===== config.mk =====
export PLATFORM = sky130hd
export DESIGN_NAME = fgroup_padmux
export DESIGN_NICKNAME = d
export VERILOG_FILES = /design/src/rtl/fgroup_padmux.sv
export SDC_FILE = /design/constraint.sdc
export NUM_CORES = 1
export LEC_CHECK = 0
export BUFFER_PORTS_ARGS = -buffer_cell sky130_fd_sc_hd__buf_2
export CAP_MARGIN = 30
export CORE_AREA = 2 2 94 96
export DETAILED_ROUTE_END_ITERATION = 7
export DIE_AREA = 0 0 96 98
export GPL_ROUTABILITY_DRIVEN = 0
export GPL_TIMING_DRIVEN = 0
export SYNTH_ARGS = -nofsm -noshare
export SYNTH_HDL_FRONTEND = slang
export SYNTH_SLANG_ARGS = --single-unit

===== constraint.sdc =====
create_clock -name clk -period 4.1 [get_ports clk]
set_input_delay 0.82 -clock clk [delete_from_list [all_inputs] [get_ports clk]]
set_output_delay 0.82 -clock clk [all_outputs]
set_load 0.02 [all_outputs]

===== src/rtl/fgroup_padmux.sv =====
module fgroup_padmux #(
  parameter int PIN_BASE = 72,
  parameter int NPAD     = 27,
  parameter int FLASH_W  = 4,
  parameter int EMMC_W   = 10
) (
  input  logic                 clk,
  input  logic                 rst_n,
  input  logic [1:0]           flash_sel,
  input  logic                 uart_sel,
  input  logic                 emmc_sel,
  input  logic [NPAD-1:0]      gpio_do,
  input  logic [NPAD-1:0]      gpio_oe,
  input  logic [FLASH_W-1:0]   flash_do,
  input  logic [FLASH_W-1:0]   flash_oe,
  input  logic                 uart_tx,
  input  logic [EMMC_W-1:0]    emmc_do,
  input  logic [EMMC_W-1:0]    emmc_oe,
  input  logic [NPAD-1:0]      pad_di,
  output logic [NPAD-1:0]      pad_do,
  output logic [NPAD-1:0]      pad_oe,
  output logic [2*NPAD-1:0]    pad_owner,
  output logic [FLASH_W-1:0]   flash_di,
  output logic                 uart_rx,
  output logic [EMMC_W-1:0]    emmc_di,
  output logic                 overlap
);
  localparam logic [1:0] OWN_GPIO  = 2'd0;
  localparam logic [1:0] OWN_FLASH = 2'd1;
  localparam logic [1:0] OWN_UART  = 2'd2;
  localparam logic [1:0] OWN_EMMC  = 2'd3;

  localparam int FLASH_HI [FLASH_W] = '{83 - PIN_BASE, 84 - PIN_BASE, 86 - PIN_BASE, 87 - PIN_BASE};
  localparam int FLASH_LO [FLASH_W] = '{76 - PIN_BASE, 78 - PIN_BASE, 79 - PIN_BASE, 81 - PIN_BASE};
  localparam int EMMC_FIRST = 72 - PIN_BASE;
  localparam int UART_TXP   = 88 - PIN_BASE;
  localparam int UART_RXP   = 89 - PIN_BASE;

  logic [1:0] fsel_q;
  logic       uart_q, emmc_q;

  always_ff @(posedge clk or negedge rst_n) begin
    if (!rst_n) begin
      fsel_q <= 2'd0;
      uart_q <= 1'b0;
      emmc_q <= 1'b0;
    end else begin
      fsel_q <= flash_sel;
      uart_q <= uart_sel;
      emmc_q <= emmc_sel;
    end
  end

  logic flash_hi_on, flash_lo_req, flash_lo_on;
  assign flash_hi_on  = (fsel_q == 2'd1);
  assign flash_lo_req = (fsel_q == 2'd2);
  assign flash_lo_on  = flash_lo_req & ~emmc_q;
  assign overlap      = flash_lo_req & emmc_q;

  always_comb begin
    pad_do    = gpio_do;
    pad_oe    = gpio_oe;
    pad_owner = '0;
    for (int k = 0; k < FLASH_W; k++) begin
      if (flash_hi_on) begin
        pad_do[FLASH_HI[k]]          = flash_do[k];
        pad_oe[FLASH_HI[k]]          = flash_oe[k];
        pad_owner[2*FLASH_HI[k] +: 2] = OWN_FLASH;
      end
      if (flash_lo_on) begin
        pad_do[FLASH_LO[k]]          = flash_do[k];
        pad_oe[FLASH_LO[k]]          = flash_oe[k];
        pad_owner[2*FLASH_LO[k] +: 2] = OWN_FLASH;
      end
    end
    if (emmc_q) begin
      for (int j = 0; j < EMMC_W; j++) begin
        pad_do[EMMC_FIRST+j]             = emmc_do[j];
        pad_oe[EMMC_FIRST+j]             = emmc_oe[j];
        pad_owner[2*(EMMC_FIRST+j) +: 2] = OWN_EMMC;
      end
    end
    if (uart_q) begin
      pad_do[UART_TXP]             = uart_tx;
      pad_oe[UART_TXP]             = 1'b1;
      pad_owner[2*UART_TXP +: 2]   = OWN_UART;
      pad_do[UART_RXP]             = 1'b0;
      pad_oe[UART_RXP]             = 1'b0;
      pad_owner[2*UART_RXP +: 2]   = OWN_UART;
    end
  end

  always_comb begin
    for (int k = 0; k < FLASH_W; k++) begin
      if (flash_hi_on)      flash_di[k] = pad_di[FLASH_HI[k]];
      else if (flash_lo_on) flash_di[k] = pad_di[FLASH_LO[k]];
      else                  flash_di[k] = 1'b0;
    end
  end

  assign emmc_di = emmc_q ? pad_di[EMMC_FIRST +: EMMC_W] : '0;
  assign uart_rx = uart_q ? pad_di[UART_RXP] : 1'b1;

  logic unused_ok;
  assign unused_ok = (OWN_GPIO == 2'd0);
endmodule


==> out/results.tsv <==
metric	value	unit
Hold Path Class	input pin to async pin	
starting density of the core	18.1	%
Area Overhead vs Synth	76.1	%
die height	98	um
global-route wire length before repair	7680	um
pwr dens	173	nW/um2
largest net degree at the start of global routing	21	
Final Hold Violating Endpoints	0	
Setup crit end kind	primary output	
H-tree levels	1	
remaining global-route overflow	0	
critical path peak fanout	20	
Setup TNS	0	ps
hpwl dp	4900	um
hold-fix buffers at CTS	0	
unrepaired setup endpoints after global routing	false	
Nets	491	
area of the mapped netlist	1530	um2
Final Max Slew Viols	0	
maxcap violations	0	
DIE WIDTH	96	um
TritonCTS clock tree	built	
Critical Path RT	3280	ps
ANT nets after route	0	
Tcrit/Tclk final	64.9	%
sequential cell area fraction in the yosys report	6.55	%
VDD IR-drop max	64.5	uV
commonest cells after routing, fill and taps aside	178 x buf_2, 75 x buf_4, 28 x conb_1	
post-synthesis cell count	166	
Ant. Diodes	0	
endpoints failing setup	0	
Slew @ Worst Pin	595	ps
DR iter-0 viols	25	
CP cell instances	buf_6, buf_2, or2_1, buf_4, buf_2	
fraction of layout cells with a size suffix above 1	79.9	%
port bufs	177	
Setup crit start kind	flop	
IO Count	240	
TritonCTS Buffers	3	
f_max	376	MHz
Pre-antenna DRT Iters	4	
Clock Sinks	4	
CTS root buffer	clkbuf_8	
minimum clock period	2660	ps
Worst Path Class, Setup	flop to primary output	
status	finished, final reports clean	
total track usage	10.3	%
slowest CP cell	dfrtp_1	
post-CTS resize count	0	
post-synthesis cell type count	24	
vias per cell	3.58	
most common cell after layout, fill and taps aside	buf_2	
flops & latches, synth	4	
drt total wl	5340	um
wire per inst	11.1	um
postcts setup bufs	0	
Rel. slew slack	60.3	%
Reg clk slew, reported paths	30	ps
Critical Path Most Common Cell	buf_2	
Crit path largest cell delay	710	ps
WHS	403	ps
number of core rows	34	
Core ar.	8470	um2
static leakage	1.66	nW
initial antenna violation count	0	
vias	1723	
die area	9410	um2
clk buf depth	2	
synth warn	0	
CP Data Arrival Time	1840	ps
Avg Cell Area, Syn	9.21	um2
# DRC	0	
vias in the first global route	1487	
-- path summary, 6_finish.rpt --
path / startpoint / end / slack (ps) / cells after the start
setup / recovery: emmc_q$_DFF_PN0_ / pad_owner[12] / 1440 / 5
max in group asynchronous: rst_n / fsel_q[0]$_DFF_PN0_ / 3580 / 1
hold / removal: rst_n / uart_q$_DFF_PN0_ / 400 / 1
min in group clk: uart_sel / uart_q$_DFF_PN0_ / 710 / 1
-- logic make-up after synthesis --
logic type | share of synthesized area (%)
other cells | 0.245
mux | 20.4
buf+inv | 44.8
simple gates | 16.6
flops | 6.55
compound gates | 11.5
-- Yosys cell counts, drive strengths merged --
library cell	number	area share (%)
buf	82	42
mux2	21	20
and2	11	4.6
inv	9	2.4
nand2	8	2.0
nand4bb	8	5.9
o311ai	8	9.2
a22o	4	2.3
dfrtp	4	6.5
nor2b	3	1.7
clkbuf	2	0.82
nand2b	2	0.82
or2	2	0.82
conb	1	0.25
nor3b	1	0.82
-- layout make-up --
type,instances,area (um2)
plain buffers,84,648
clock buffers,3,41.3
fillers,905,5770
inverters,9,36.3
multi-input cells,96,846
flip-flops and latches,4,100
well taps,108,135
repair buffers,177,886
-- flip-flops by register name, indices dropped and copies added (netlist names) --
| register | count |
|---|---|
| uart_q | 1 |
| fsel_q | 2 |
| emmc_q | 1 |
-- critical path: cells and delay by family, from the launching register on --
family | cells | cell delay (ps)
simple gates | 1 | 190
flops | 1 | 710
buf+inv | 4 | 730
-- metrics by stage --
step	cell area, um2	power (mW)	worst slack (ps)	util [%]	cells
final	2690	0.465	1440	31.8	481
after global routing	2690	0.493	1290	31.8	481
after CTS	2690	0.471	1370	31.8	481
after detailed placement	2650	0.386	1610	31.3	478
after global placement	2650	0.383	1630	31.3	478
after floorplan	1630	0.279	1870	-	193
-- where the power goes --
part | leakage [nW] | total (mW) | switching [mW] | internal, mW
sequential | 0.0466 | 0.0460 | 0.00424 | 0.0418
clock | 0.0216 | 0.0826 | 0.0200 | 0.0625
combinational | 1.59 | 0.337 | 0.175 | 0.162
total | 1.66 | 0.465 | 0.199 | 0.266
-- layer usage --
| layer | global-route usage [%] | routed length (um) | up-vias |
|---|---|---|---|
| li1 | - | - | 864 |
| met1 | 13.3 | 2160 | 767 |
| met2 | 18.3 | 2770 | 88 |
| met3 | 0.772 | 380 | 4 |
| met4 | 2.20 | 32 | 0 |
| met5 | 0 | 0 | - |
(Power assumes the default switching activity.)
